==> config.mk <==
export PLATFORM = sky130hd
export DESIGN_NAME = stream_prefetcher
export DESIGN_NICKNAME = d
export VERILOG_FILES = /design/src/rtl/stream_pf_pkg.sv /design/src/rtl/pf_stream_tracker.sv /design/src/rtl/pf_hint_fifo.sv /design/src/rtl/pf_out_arb.sv /design/src/rtl/stream_prefetcher.sv
export SDC_FILE = /design/constraint.sdc
export NUM_CORES = 1
export LEC_CHECK = 0
export ABC_AREA = 1
export BUFFER_PORTS_ARGS = -buffer_cell sky130_fd_sc_hd__buf_2
export CAP_MARGIN = 20
export CORE_MARGIN = 2
export CORE_UTILIZATION = 59
export CTS_CLUSTER_SIZE = 28
export DETAILED_ROUTE_END_ITERATION = 16
export PLACE_DENSITY = 0.81
export SLEW_MARGIN = 20
export SYNTH_ARGS = -nofsm -noshare
export SYNTH_HDL_FRONTEND = slang
export SYNTH_SLANG_ARGS = --single-unit
==> constraint.sdc <==
create_clock -name clk_i -period 2.7 [get_ports clk_i]
set_input_delay 0.54 -clock clk_i [delete_from_list [all_inputs] [get_ports clk_i]]
set_output_delay 0.54 -clock clk_i [all_outputs]
set_load 0.05 [all_outputs]
==> src/rtl/stream_pf_pkg.sv <==
package stream_pf_pkg;
  localparam int unsigned LINE_BYTES = 64;
  localparam int unsigned LINE_OFF_W = $clog2(LINE_BYTES);

  typedef enum logic {
    SRC_HW = 1'b0,
    SRC_SW = 1'b1
  } pf_src_e;
endpackage

==> src/rtl/pf_stream_tracker.sv <==
module pf_stream_tracker #(
  parameter int unsigned LINE_W   = 26,
  parameter int unsigned PF_DIST  = 4,
  parameter int unsigned ARM_RUNS = 2,
  localparam int unsigned AHEAD_W = $clog2(PF_DIST + 1),
  localparam int unsigned RUN_W   = $clog2(ARM_RUNS + 1)
) (
  input  logic               clk_i,
  input  logic               rst_ni,
  input  logic               acc_valid_i,
  input  logic [LINE_W-1:0]  acc_line_i,
  input  logic               take_i,
  output logic               armed_o,
  output logic [AHEAD_W-1:0] ahead_o,
  output logic [LINE_W-1:0]  next_line_o
);
  logic              trk_vld_q;
  logic [LINE_W-1:0] last_q;
  logic [RUN_W-1:0]  run_q;
  logic [AHEAD_W-1:0] ahead_q;

  logic is_seq, is_same, is_move;
  logic [AHEAD_W:0]   ahead_sum;
  logic [AHEAD_W-1:0] ahead_shift;

  assign is_same = acc_valid_i && trk_vld_q && (acc_line_i == last_q);
  assign is_seq  = acc_valid_i && trk_vld_q && (acc_line_i == last_q + LINE_W'(1));
  assign is_move = acc_valid_i && !is_same;

  assign armed_o     = (run_q == RUN_W'(ARM_RUNS));
  assign ahead_o     = ahead_q;
  assign next_line_o = last_q + LINE_W'(ahead_q) + LINE_W'(1);

  // window slides by one line per sequential access; a take in the same cycle adds one
  assign ahead_sum   = {1'b0, ahead_q} + {{AHEAD_W{1'b0}}, take_i};
  assign ahead_shift = (ahead_sum == '0) ? '0 : AHEAD_W'(ahead_sum - 1'b1);

  always_ff @(posedge clk_i or negedge rst_ni) begin
    if (!rst_ni) begin
      trk_vld_q <= 1'b0;
      last_q    <= '0;
      run_q     <= '0;
      ahead_q   <= '0;
    end else if (is_move) begin
      trk_vld_q <= 1'b1;
      last_q    <= acc_line_i;
      if (is_seq) begin
        if (!armed_o) run_q <= run_q + RUN_W'(1);
        ahead_q <= armed_o ? ahead_shift : '0;
      end else begin
        run_q   <= '0;
        ahead_q <= '0;
      end
    end else if (take_i) begin
      ahead_q <= AHEAD_W'(ahead_sum);
    end
  end
endmodule

==> src/rtl/pf_hint_fifo.sv <==
module pf_hint_fifo #(
  parameter int unsigned W     = 26,
  parameter int unsigned DEPTH = 4,
  localparam int unsigned PTR_W = (DEPTH > 1) ? $clog2(DEPTH) : 1,
  localparam int unsigned CNT_W = $clog2(DEPTH + 1)
) (
  input  logic         clk_i,
  input  logic         rst_ni,
  input  logic         push_i,
  input  logic [W-1:0] data_i,
  input  logic         pop_i,
  output logic         empty_o,
  output logic [W-1:0] data_o
);
  logic [CNT_W-1:0] cnt_q;
  logic full, do_push, do_pop;

  assign empty_o = (cnt_q == '0);
  assign full    = (cnt_q == CNT_W'(DEPTH));
  assign do_pop  = pop_i && !empty_o;
  // a hint meeting a full queue is dropped, never back-pressured
  assign do_push = push_i && (!full || do_pop);

  always_ff @(posedge clk_i or negedge rst_ni) begin
    if (!rst_ni) cnt_q <= '0;
    else if (do_push && !do_pop) cnt_q <= cnt_q + CNT_W'(1);
    else if (do_pop && !do_push) cnt_q <= cnt_q - CNT_W'(1);
  end

  generate
    if (DEPTH == 1) begin : g_single
      logic [W-1:0] slot_q;
      always_ff @(posedge clk_i or negedge rst_ni) begin
        if (!rst_ni) slot_q <= '0;
        else if (do_push) slot_q <= data_i;
      end
      assign data_o = slot_q;
    end else begin : g_ring
      logic [W-1:0]     mem_q [DEPTH];
      logic [PTR_W-1:0] wr_q, rd_q;

      always_ff @(posedge clk_i or negedge rst_ni) begin
        if (!rst_ni) begin
          wr_q <= '0;
          rd_q <= '0;
          for (int i = 0; i < DEPTH; i++) mem_q[i] <= '0;
        end else begin
          if (do_push) begin
            mem_q[wr_q] <= data_i;
            wr_q <= (wr_q == PTR_W'(DEPTH - 1)) ? '0 : wr_q + PTR_W'(1);
          end
          if (do_pop) rd_q <= (rd_q == PTR_W'(DEPTH - 1)) ? '0 : rd_q + PTR_W'(1);
        end
      end
      assign data_o = mem_q[rd_q];
    end
  endgenerate
endmodule

==> src/rtl/pf_out_arb.sv <==
module pf_out_arb
  import stream_pf_pkg::*;
#(
  parameter int unsigned W = 26
) (
  input  logic         clk_i,
  input  logic         rst_ni,
  input  logic         sw_vld_i,
  input  logic [W-1:0] sw_line_i,
  input  logic         hw_vld_i,
  input  logic [W-1:0] hw_line_i,
  input  logic         ready_i,
  output logic         valid_o,
  output logic [W-1:0] line_o,
  output logic         is_sw_o,
  output logic         sw_pop_o,
  output logic         hw_take_o
);
  logic     slot_free;
  pf_src_e  src_q;

  assign slot_free = !valid_o || ready_i;
  assign sw_pop_o  = slot_free && sw_vld_i;
  assign hw_take_o = slot_free && !sw_vld_i && hw_vld_i;
  assign is_sw_o   = (src_q == SRC_SW);

  always_ff @(posedge clk_i or negedge rst_ni) begin
    if (!rst_ni) begin
      valid_o <= 1'b0;
      line_o  <= '0;
      src_q   <= SRC_HW;
    end else if (slot_free) begin
      valid_o <= sw_vld_i || hw_vld_i;
      if (sw_vld_i) begin
        line_o <= sw_line_i;
        src_q  <= SRC_SW;
      end else if (hw_vld_i) begin
        line_o <= hw_line_i;
        src_q  <= SRC_HW;
      end
    end
  end
endmodule

==> src/rtl/stream_prefetcher.sv <==
module stream_prefetcher
  import stream_pf_pkg::*;
#(
  parameter int unsigned ADDR_W      = 32,
  parameter int unsigned MISS_W      = 4,
  parameter int unsigned BUSY_THRESH = 8,
  parameter int unsigned PF_DIST     = 4,
  parameter int unsigned ARM_RUNS    = 2,
  parameter int unsigned HINT_DEPTH  = 4,
  localparam int unsigned LINE_W  = ADDR_W - LINE_OFF_W,
  localparam int unsigned AHEAD_W = $clog2(PF_DIST + 1)
) (
  input  logic              clk_i,
  input  logic              rst_ni,
  input  logic              dem_valid_i,
  input  logic [ADDR_W-1:0] dem_addr_i,
  input  logic [MISS_W-1:0] miss_cnt_i,
  input  logic              hint_valid_i,
  input  logic [ADDR_W-1:0] hint_addr_i,
  output logic              pf_valid_o,
  input  logic              pf_ready_i,
  output logic [ADDR_W-1:0] pf_addr_o,
  output logic              pf_is_sw_o
);
  logic               armed, hw_req, hw_take, throttle;
  logic               hint_empty, hint_pop;
  logic [AHEAD_W-1:0] ahead;
  logic [LINE_W-1:0]  hw_line, hint_line, out_line;
  logic               unused_lo;

  assign unused_lo = ^{dem_addr_i[LINE_OFF_W-1:0], hint_addr_i[LINE_OFF_W-1:0]};
  assign throttle  = ({{(32-MISS_W){1'b0}}, miss_cnt_i} >= 32'(BUSY_THRESH));
  assign hw_req    = armed && (ahead < AHEAD_W'(PF_DIST)) && !throttle;

  pf_stream_tracker #(
    .LINE_W(LINE_W), .PF_DIST(PF_DIST), .ARM_RUNS(ARM_RUNS)
  ) u_trk (
    .clk_i       (clk_i),
    .rst_ni      (rst_ni),
    .acc_valid_i (dem_valid_i),
    .acc_line_i  (dem_addr_i[ADDR_W-1:LINE_OFF_W]),
    .take_i      (hw_take),
    .armed_o     (armed),
    .ahead_o     (ahead),
    .next_line_o (hw_line)
  );

  pf_hint_fifo #(
    .W(LINE_W), .DEPTH(HINT_DEPTH)
  ) u_hint (
    .clk_i   (clk_i),
    .rst_ni  (rst_ni),
    .push_i  (hint_valid_i),
    .data_i  (hint_addr_i[ADDR_W-1:LINE_OFF_W]),
    .pop_i   (hint_pop),
    .empty_o (hint_empty),
    .data_o  (hint_line)
  );

  pf_out_arb #(
    .W(LINE_W)
  ) u_arb (
    .clk_i     (clk_i),
    .rst_ni    (rst_ni),
    .sw_vld_i  (!hint_empty),
    .sw_line_i (hint_line),
    .hw_vld_i  (hw_req),
    .hw_line_i (hw_line),
    .ready_i   (pf_ready_i),
    .valid_o   (pf_valid_o),
    .line_o    (out_line),
    .is_sw_o   (pf_is_sw_o),
    .sw_pop_o  (hint_pop),
    .hw_take_o (hw_take)
  );

  assign pf_addr_o = {out_line, {LINE_OFF_W{1'b0}}};
endmodule

Yosys cells after proc, flatten, opt, wreduce, memory -nomap -nowiden
Cells that the tools add are included.
{"block": "op_classes", "n_addsub": 10, "mul": 0, "div_mod_pow": 0, "n_lt_le_gt_ge": 5, "n_eq_ne": 8, "n_shift": 0, "muxes": 21, "bitwise": 2, "reduce_logical": 30}
{"op": "26-bit 2-to-1 mux", "count": 5}
{"op": "104-bit bitwise mux", "count": 1}
{"op": "26-bit by 1-bit adder with 26-bit output (second input constant)", "count": 2}
{"op": "26-bit binary-select mux with 2-bit select", "count": 1}
{"op": "26-bit demux with 2-bit select", "count": 1}
{"op": "26-bit equality test", "count": 2}
{"op": "26-bit by 3-bit adder with 26-bit output", "count": 1}
{"op": "3-bit 2-to-1 mux", "count": 7}
{"op": "1-bit logical AND", "count": 14}
{"op": "2-bit 2-to-1 mux", "count": 4}
{"op": "1-bit logical NOT", "count": 7}
{"op": "2-bit by 1-bit adder with 2-bit output (second input constant)", "count": 3}
{"op": "2-bit equality test (second input constant)", "count": 3}
{"op": "3-bit >= comparator (second input constant)", "count": 2}
{"op": "2-bit inverter with 3-bit output", "count": 2}
{"op": "3-bit by 1-bit subtractor with 3-bit output (second input constant)", "count": 2}
{"op": "3-bit by 1-bit adder with 4-bit output", "count": 1}
{"op": "4-bit >= comparator (second input constant)", "count": 1}
{"op": "4-bit logical NOT", "count": 1}
{"op": "2-bit AND reduction", "count": 2}
{"op": "2-bit nonzero test", "count": 2}
{"op": "3-bit by 1-bit adder with 3-bit output (second input constant)", "count": 1}
{"op": "3-bit equality test (second input constant)", "count": 1}
{"op": "3-bit logical NOT", "count": 1}
{"op": "6 further kinds", "count": 9}
{"block": "totals", "reg_bits": 171, "latch_bits": 0, "ram_bits": 0, "romBits": 0, "inputBits": 73, "wordCells": 90, "mem_count": 0}

Logic depth before layout (Yosys ltp)
Gate-level depths: netlist of the first run.
{"block": "depth", "ltp_word": 10, "ltp_mapped": 15, "depth_no_buf": 15}

Cells and area by module
Synthesis of the first run repeated with hierarchy kept, for this count alone.
{"block": "hier_totals", "cells_unflattened": 1459, "area_unflattened_um2": 10510.1}
{"module": "pf_hint_fifo", "n_inst": 1, "cells_each": 658, "area_per_inst_um2": 5495.3, "seq_area_each_um2": 2777.7}
{"module": "pf_stream_tracker", "n_inst": 1, "cells_each": 581, "area_per_inst_um2": 3484.6, "seq_area_each_um2": 800.8}
{"module": "pf_out_arb", "n_inst": 1, "cells_each": 209, "area_per_inst_um2": 1463.9, "seq_area_each_um2": 700.7}
{"module": "stream_prefetcher", "n_inst": 1, "cells_each": 11, "area_per_inst_um2": 66.3, "seq_area_each_um2": 0.0}

Worst setup path before layout of the first run
No wires, ideal clock.
{"block": "synth_timing", "kind": "register -> register", "from": "register u_trk.run_q[0]", "to": "register u_trk.ahead_q[1] (netlist: u_trk.ahead_o[1])", "setup_ns": 0.077, "arrival_time_ns": 2.238, "t_required_ns": 2.623, "path_slack_ns": 0.385, "path_stages_with_launch": 16, "cell_sequence": "dfrtp_1 inv_1 ha_1 inv_1 nor3_1 inv_1 nor3_1 ha_1 ha_1 inv_1 ha_1 inv_1 nand2_1 nor2_1 nand4_1 a21oi_1"}
{"block": "synth_between", "elab_chain_cells": 10, "elab_cells_between_ends": 13, "cone_classes": "add/sub (2); eq/ne (1); mux (5); reduce/logical (5)"}
{"element": "start, declared", "line": "pf_stream_tracker.sv:19", "rtl": "logic [RUN_W-1:0] run_q;"}
{"element": "start signal, assigned", "line": "pf_stream_tracker.sv:48", "rtl": "if (!armed_o) run_q <= run_q + RUN_W'(1);"}
{"element": "2-bit equality test *", "line": "pf_stream_tracker.sv:30", "rtl": "assign armed_o = (run_q == RUN_W'(ARM_RUNS));"}
{"element": "1-bit logical AND (2 in a row)", "line": "stream_prefetcher.sv:33", "rtl": "assign hw_req = armed && (ahead < AHEAD_W'(PF_DIST)) && !throttle;"}
{"element": "1-bit logical AND", "line": "pf_out_arb.sv:24", "rtl": "assign hw_take_o = slot_free && !sw_vld_i && hw_vld_i;"}
{"element": "3-bit by 1-bit adder with 4-bit output", "line": "pf_stream_tracker.sv:35", "rtl": "assign ahead_sum = {1'b0, ahead_q} + {{AHEAD_W{1'b0}}, take_i};"}
{"element": "3-bit by 1-bit subtractor with 3-bit output / 4-bit logical NOT (equally long branches)", "line": "pf_stream_tracker.sv:36", "rtl": "assign ahead_shift = (ahead_sum == '0) ? '0 : AHEAD_W'(ahead_sum - 1'b1);"}
{"element": "3-bit 2-to-1 mux", "line": "pf_stream_tracker.sv:36"}
{"element": "3-bit 2-to-1 mux", "line": "pf_stream_tracker.sv:49", "rtl": "ahead_q <= armed_o ? ahead_shift : '0;"}
{"element": "3-bit 2-to-1 mux", "line": "pf_stream_tracker.sv:47", "rtl": "if (is_seq) begin"}
{"element": "3-bit 2-to-1 mux", "line": "pf_stream_tracker.sv:44", "rtl": "end else if (is_move) begin"}
{"element": "end signal, assigned", "line": "pf_stream_tracker.sv:49"}
{"element": "end signal, assigned", "line": "pf_stream_tracker.sv:55", "rtl": "ahead_q <= AHEAD_W'(ahead_sum);"}
{"element": "end, declared", "line": "pf_stream_tracker.sv:20", "rtl": "logic [AHEAD_W-1:0] ahead_q;"}
Mark *: on every way between the ends. The rest lies on a longest branch, timed or not. The select of a mux whose other input is x is not followed.
A chain may end at the register's enable or synchronous reset.

Worst setup path in the final report of the first run
{"block": "layout_timing", "from": "register u_trk.last_q[0]", "to": "register u_arb.line_o[24]"}
{"block": "layout_between", "elab_chain_cells": 4}
{"element": "start, declared", "line": "pf_stream_tracker.sv:18", "rtl": "logic [LINE_W-1:0] last_q;"}
{"element": "start signal, assigned", "line": "pf_stream_tracker.sv:46", "rtl": "last_q <= acc_line_i;"}
{"element": "26-bit by 3-bit adder with 26-bit output", "line": "pf_stream_tracker.sv:32", "rtl": "assign next_line_o = last_q + LINE_W'(ahead_q) + LINE_W'(1);"}
{"element": "26-bit by 1-bit adder with 26-bit output", "line": "pf_stream_tracker.sv:32"}
{"element": "26-bit 2-to-1 mux", "line": "pf_out_arb.sv:37", "rtl": "end else if (hw_vld_i) begin"}
{"element": "26-bit 2-to-1 mux", "line": "pf_out_arb.sv:34", "rtl": "if (sw_vld_i) begin"}
{"element": "end signal, assigned", "line": "pf_out_arb.sv:35", "rtl": "line_o <= sw_line_i;"}
{"element": "end signal, assigned", "line": "pf_out_arb.sv:38", "rtl": "line_o <= hw_line_i;"}
{"element": "end, declared", "line": "pf_out_arb.sv:14", "rtl": "output logic [W-1:0] line_o,"}
Every way passes these cells. The select of a mux whose other input is x is not followed.

==> results.ini, run 1 <==
[run_status]
status=finished clean

[job]
maxCapViolCount=0

[place]
gp_congestion=0.9396
hpwlAfterDp_mm=17.66
place_area_sq_um=10420
pre_cts_ws_ps=89.05
port-buffer-count=85

[detailed_routing]
drc=0
drt-initial-drc-count=891
wl_mm=24.78
via_per_inst=5.517
ant_nets=0
wl_per_cell_um=15.88
first_pass_iters=5
dr_total_vias=8612

[finish]
seqCellArea_sq_um=4280
multi_input_area_sq_um=4622
n_fill_cell=1348
syn2layout_area_growth_pct=13.67
drive_above_1_share=0.1778
design_area_sq_um=11010
nNetsFinal=1421

[min_path]
min_path_type=input pin to asynchronous set/reset pin

[synth]
ys.flop_type=dfrtp_1
ys_ff_latch=171
syn_area_per_cell_sq_um=7.724
yosysSeqAreaShare=0.4418
synth_area_sq_um=9686
synth_edf_count=0
synthCells=1254
ys_types=32
ys.warnings.count=0
ys_async_sr_fraction=1.000

[timing]
slew_headroom=0.6177
rsz0062_at_grt=false
period_minus_slack_ps=2448
setup_viol=0
fmax_ghz=0.4085
finalSetupTns_ps=0
slew_violations=0
hold_viol=0
whs_ps=79.25
finClkSkew_ps=8.907
worst_slew_pin_slew_ps=571.3
setup_ws_ps=252.1
post-route-period-util=0.9066

[clock_network]
cts_sinks=171
cts_hold_buf=0
clk_pin_slew_ps=70
cts-buffers-inserted=17
h-tree-depth=4
clk_latency_ps=430
tritoncts=yes
cts_root_buffer=clkbuf_16
ctsLongestPathBuffers=2

[worst_setup_path]
critPathKind=register to register
critPathArrivalTime_ps=2750
critPathLaunchType=register
worst_ep_required_time_ps=3000
crit_fanout=5
critPathCaptureType=register

[die]
initial_utilization=0.6075
die_x_um=132.1
die_h_um=132.1
core_region_area_sq_um=15940
rows=46
ioPinCount=107
dieArea_sq_um=17460

[pwr]
intPower_mw=6.704
p_leak_nw=5.304
total_power_mw=11.56
p_sw_frac=0.4201
pwr-share-clk=0.206
vdd_drop_max_v=0.001024
p_seq_frac=0.372
power_frac_comb=0.422
power.density_nw_per_um2=1050
p_switching_mw=4.858

[global_route]
grt_pass1_wl_mm=40.68
track_usage=0.2938
grt_pass1_vias=8058
globalRouteOverflowTotal=0
grt_start_max_net_pins=61
antenna_found_initial=1

[per-stage QoR]
step | cells | util
5_1_grt | 1560 | 0.6904
3_5_place_dp | 1528 | 0.6536
4_1_cts | 1560 | 0.6892
6_report | 1561 | 0.6906
2_1_floorplan | 1259 | -
3_3_place_gp | 1528 | 0.6536
[cell type report]
cell class              instances  area share
diodes                          1   0.0002273
flip-flops and latches        171      0.3888
repair buffers                104     0.06012
clock inverters                13     0.01227
clock buffers                  19     0.03932
multi-input cells             876      0.4198
inverters                     161     0.05489
well taps                     216     0.02455
[layout by cell type (no fill, tap or decap), drive strengths merged, types with 4 or more instances in the layout]
cell type	instances
nand2	346
dfrtp	171
inv	163
o21ai	144
nor2	113
buf	104
a21oi	89
mux2	65
nand3	45
clkbuf	19
ha	15
a31oi	13
xor2	13
nand4	10
clkinv	8
conb	6
xnor2	4
nor3	4
[metal layers]
layer  global-route usage  part of all wire  vias up
li1                     -                 -     4150
met1               0.4283              0.45     4067
met2               0.4488              0.45      350
met3              0.05113             0.078       45
met4              0.09541             0.022        0
met5                    0                 0        -
[flip-flops by register name, summed over array words and instances (netlist names), 2 cells and up]
name and count:
u_hint.g_ring.mem_q 104, u_arb.line_o 26, u_trk.last_q 26, u_hint.cnt_q 3
u_trk.ahead_o 3, u_hint.g_ring.rd_q 2, u_hint.g_ring.wr_q 2, u_trk.run_q 2
[power by group through the flow]
stage / logic [mW] / registers [mW] / clock network, mW
global route: 5.41 / 4.42 / 2.52
finish: 4.88 / 4.30 / 2.39
floorplan: 2.91 / 4.81 / 0
global placement: 4.68 / 4.26 / 0
detailed placement: 4.84 / 4.32 / 0
CTS: 4.88 / 4.28 / 2.42
[cell usage after synthesis, types with 13 or more instances]
| cell | instances | area share |
|---|---|---|
| a21oi_1 | 89 | 0.046 |
| nand3_1 | 44 | 0.023 |
| dfrtp_1 | 171 | 0.44 |
| mux2_2 | 65 | 0.076 |
| xor2_1 | 13 | 0.012 |
| ha_1 | 15 | 0.019 |
| inv_1 | 158 | 0.061 |
| nor2_1 | 94 | 0.036 |
| nand2_1 | 335 | 0.13 |
| o21ai_0 | 143 | 0.074 |
| clkbuf_1 | 35 | 0.014 |
| a31oi_1 | 13 | 0.0084 |
[kinds of logic after synthesis]
kind of cell / count (synthesis) / synth area share
other: 1 / 0.0003872
adder cells (fa/ha/maj): 17 / 0.02351
multiplexers: 65 / 0.07557
buffers and inverters: 212 / 0.08539
flip-flops: 171 / 0.4418
AND/OR/NAND/NOR: 521 / 0.2261
AO/OA/AOI/OAI: 250 / 0.1319
XOR/XNOR: 17 / 0.01537
[worst max-delay path, cell delays in order, from the launching register on]
cell and delay [ps]:
dfrtp_1 410, inv_1 100, ha_1 180, inv_1 80
fa_1 190, nand2_1 80, a21oi_2 220, inv_1 90
nor2_1 180, inv_1 130, nor2_4 160, nand2_1 90
xor2_1 150, a22oi_1 140, o21ai_0 110
[worst paths after layout]
kind / startpoint / endpoint / slack (ps) / cells past startpoint
max: u_trk.last_q[0] / u_arb.line_o[24] / 250 / 14
min: rst_ni / u_trk.last_q[6] / 80 / 1
max reg2reg: u_trk.last_q[0] / u_arb.line_o[24] / 250 / 14
min reg2reg: u_trk.trk_vld_q / u_trk.trk_vld_q / 470 / 1
max in group asynchronous: rst_ni / u_hint.g_ring.rd_q[0] / 1910 / 2
min in group clk_i: pf_ready_i / u_arb.valid_o / 320 / 2
[timing repair]
item / in CTS / in global routing
buffers inserted: 0 / 0
endpoints found under the setup margin: 0 / 6
resized for setup: 0 / 5
No activity file was read; power rests on OpenSTA's default activity.
==> run 2: changes to the inputs <==
ABC_AREA = unset   (was 1)
CORE_MARGIN = 8   (was 2)
PLACE_DENSITY = 0.82   (was 0.81)
==> results.ini, run 2 <==
[clock_network]
cts_sinks=171  ; unchanged
cts_hold_buf=0  ; unchanged
ctsLongestPathBuffers=2  ; unchanged
tritoncts=yes
clk_pin_slew_ps=70  ; about the same
h-tree-depth=4  ; unchanged
cts-buffers-inserted=17  ; unchanged
cts_root_buffer=clkbuf_16
clk_latency_ps=420  ; about the same

[timing]
setup_viol=0  ; unchanged
period_minus_slack_ps=2663  ; +215.2 ps
finalSetupTns_ps=0  ; unchanged
post-route-period-util=0.9863  ; +0.07972
rsz0062_at_grt=true
finClkSkew_ps=7.359  ; -1.548 ps
fmax_ghz=0.3755  ; -8.1%
slew_violations=0  ; unchanged
whs_ps=110.1  ; +30.81 ps
worst_slew_pin_slew_ps=736.7  ; +165.4 ps
slew_headroom=0.5089  ; -0.1089
hold_viol=0  ; unchanged

[synth]
ys_async_sr_fraction=1.000  ; unchanged
synth_area_sq_um=9129  ; -5.7%
synthCells=761  ; -39%
synth_area_leaders=dfrtp_1 (47%), mux2_2 (16%), mux4_2 (6.4%)
synth.most_common_cell=dfrtp_1
synth_top_cell_area_share=0.4688  ; +0.02695
ys_types=64  ; +100%
ys_ff_latch=171  ; unchanged
yosysSeqAreaShare=0.4688  ; +0.02695
synth.top_cells.by_count=dfrtp_1 (171), mux2_2 (132), nand2_1 (66), xnor2_1 (36), o21ai_0 (35)
ys.warnings.count=0  ; unchanged
synth_edf_count=0  ; unchanged
ys.flop_type=dfrtp_1
syn_area_per_cell_sq_um=12.00  ; +55%
synth_top_area_cell=dfrtp_1

[finish]
n_fill_cell=1042  ; -23%
syn2layout_area_growth_pct=18.63
layout_commonest_cell=dfrtp_1
multi_input_area_sq_um=4656  ; +0.73%
top_register=u_hint.g_ring.mem_q
final_cell_mix=dfrtp_1 (163), mux2_2 (131), buf_2 (84), nand2_1 (66), buf_4 (54)
largest_reg_flops=104  ; unchanged
reg_top3=u_hint.g_ring.mem_q (104), u_arb.line_o (26), u_trk.last_q (26)
drive_above_1_share=0.4254  ; +0.2475
design_area_sq_um=10830  ; -1.6%
nNetsFinal=968  ; -32%
seqCellArea_sq_um=4289  ; +0.20%
insertedDiodeCount=0  ; -1

[global_route]
globalRouteOverflowTotal=0  ; unchanged
grt_start_max_net_pins=68  ; +11%
antenna_found_initial=1  ; unchanged
track_usage=0.2446  ; -0.04923
grt_pass1_vias=7096  ; -12%
grt_pass1_wl_mm=37.65  ; -7.4%

[worst_setup_path]
critPathCaptureType=register
crit_fanout=3  ; -2
critPathArrivalTime_ps=2980  ; +230 ps
cp-startpoint=u_trk.last_q[0]
critPathKind=register to register
r2r-start=u_trk.last_q[0]
critPathLaunchType=register
worst_ep_required_time_ps=3020  ; +20 ps

[die]
core_region_area_sq_um=15150  ; -5.0%
initial_utilization=0.6027  ; -0.004792
die_x_um=140.4  ; +6.3%
dieArea_sq_um=19710  ; +13%
ioPinCount=107  ; unchanged
die_h_um=140.4  ; +6.3%
rows=45  ; -2.2%

[job]
maxCapViolCount=0  ; unchanged

[place]
place_area_sq_um=10030  ; -3.7%
port-buffer-count=85  ; unchanged
gp_congestion=0.9272  ; -1.3%
hpwlAfterDp_mm=16.92  ; -4.2%

[detailed_routing]
drt-initial-drc-count=448  ; -50%
ant_nets=0  ; unchanged
wl_per_cell_um=21.90  ; +38%
first_pass_iters=5  ; unchanged
wl_mm=23.63  ; -4.6%
drc=0  ; unchanged
via_per_inst=6.142  ; +11%
dr_total_vias=6627  ; -23%

[run_status]
status=finished clean

[pwr]
total_power_mw=11.70  ; +1.2%
power.density_nw_per_um2=1080  ; +2.9%
p_leak_nw=4.651  ; -12%
vdd_drop_max_v=0.0007426  ; -27%

[min_path]
min_path_type=input pin to asynchronous set/reset pin

[run 2: layout make-up]
class / count / share of cell area
Clock buffer: 22 / 0.04471
Clock inverter: 10 / 0.01190
Inverter: 15 / 0.005199
Timing Repair Buffer: 147 / 0.09047
Tap cell: 188 / 0.02172
Sequential cell: 171 / 0.3961
Multi-Input combinational cell: 526 / 0.4299
[run 2: cell families (layout without fill, tap and decap cells)]
family | Yosys count | count (layout) | synth area share
simple gates | 172 | 172 | 0.09635
mux | 171 | 171 | 0.2412
flops | 171 | 171 | 0.4687
compound gates | 92 | 92 | 0.06607
buf+inv | 69 | 194 | 0.03701
xor+xnor | 68 | 68 | 0.06524
fa+ha+maj | 17 | 17 | 0.02495
other cells | 1 | 6 | 0.0004108
[run 2: path summary, 6_finish.rpt]
check	to	slack, ps	cells after the start
worst max-delay path	u_trk.ahead_o[0]	40	10
worst min-delay path	u_hint.g_ring.mem_q[97]	110	1
worst max register to register	u_trk.ahead_o[0]	40	10
worst min register to register	u_arb.line_o[7]	470	2
max in group asynchronous	u_hint.g_ring.mem_q[61]	1760	2
min in group clk_i	u_trk.last_q[0]	370	3
[run 2: timing repair]
action | in CTS | in global routing
setup buffers | 5 | 4
gates resized for setup | 13 | 19
endpoints found under the hold margin | 0 | 0
pin swaps | 7 | 8
setup endpoints to repair | 5 | 12
[run 2: stage by stage]
| step | utilization | instances | worst slack [ps] |
|---|---|---|---|
| floorplan | - | 766 | 132.0 |
| detailed placement | 0.6625 | 1038 | -38.51 |
| global placement | 0.6625 | 1038 | 25.68 |
| CTS | 0.7094 | 1075 | 4.915 |
| finish | 0.7150 | 1079 | 36.89 |
| global route | 0.7150 | 1079 | -50.35 |
[run 2: routing by layer]
metal  wire length [um]  up-vias  track usage
li1                   -     2948            -
met5                 12        -            0
met3               1206       62      0.04961
met1               9456     3414       0.2907
met2              12190      201       0.4213
met4                767        2       0.1097
[run 2: report_power, final]
part | internal (mW) | switching, mW | total, mW
combinational | 2.26 | 2.50 | 4.76
sequential | 3.67 | 0.772 | 4.44
clock | 1.48 | 1.02 | 2.50
[run 2: worst max-delay path, stage by stage (launching register included)]
cell	delay, ps
dfrtp_1	410
ha_4	180
buf_4	120
and3_2	220
a31oi_1	100
nor4_1	360
o211ai_1	230
a2111oi_4	400
nand4_2	170
buf_4	170
o41ai_2	190
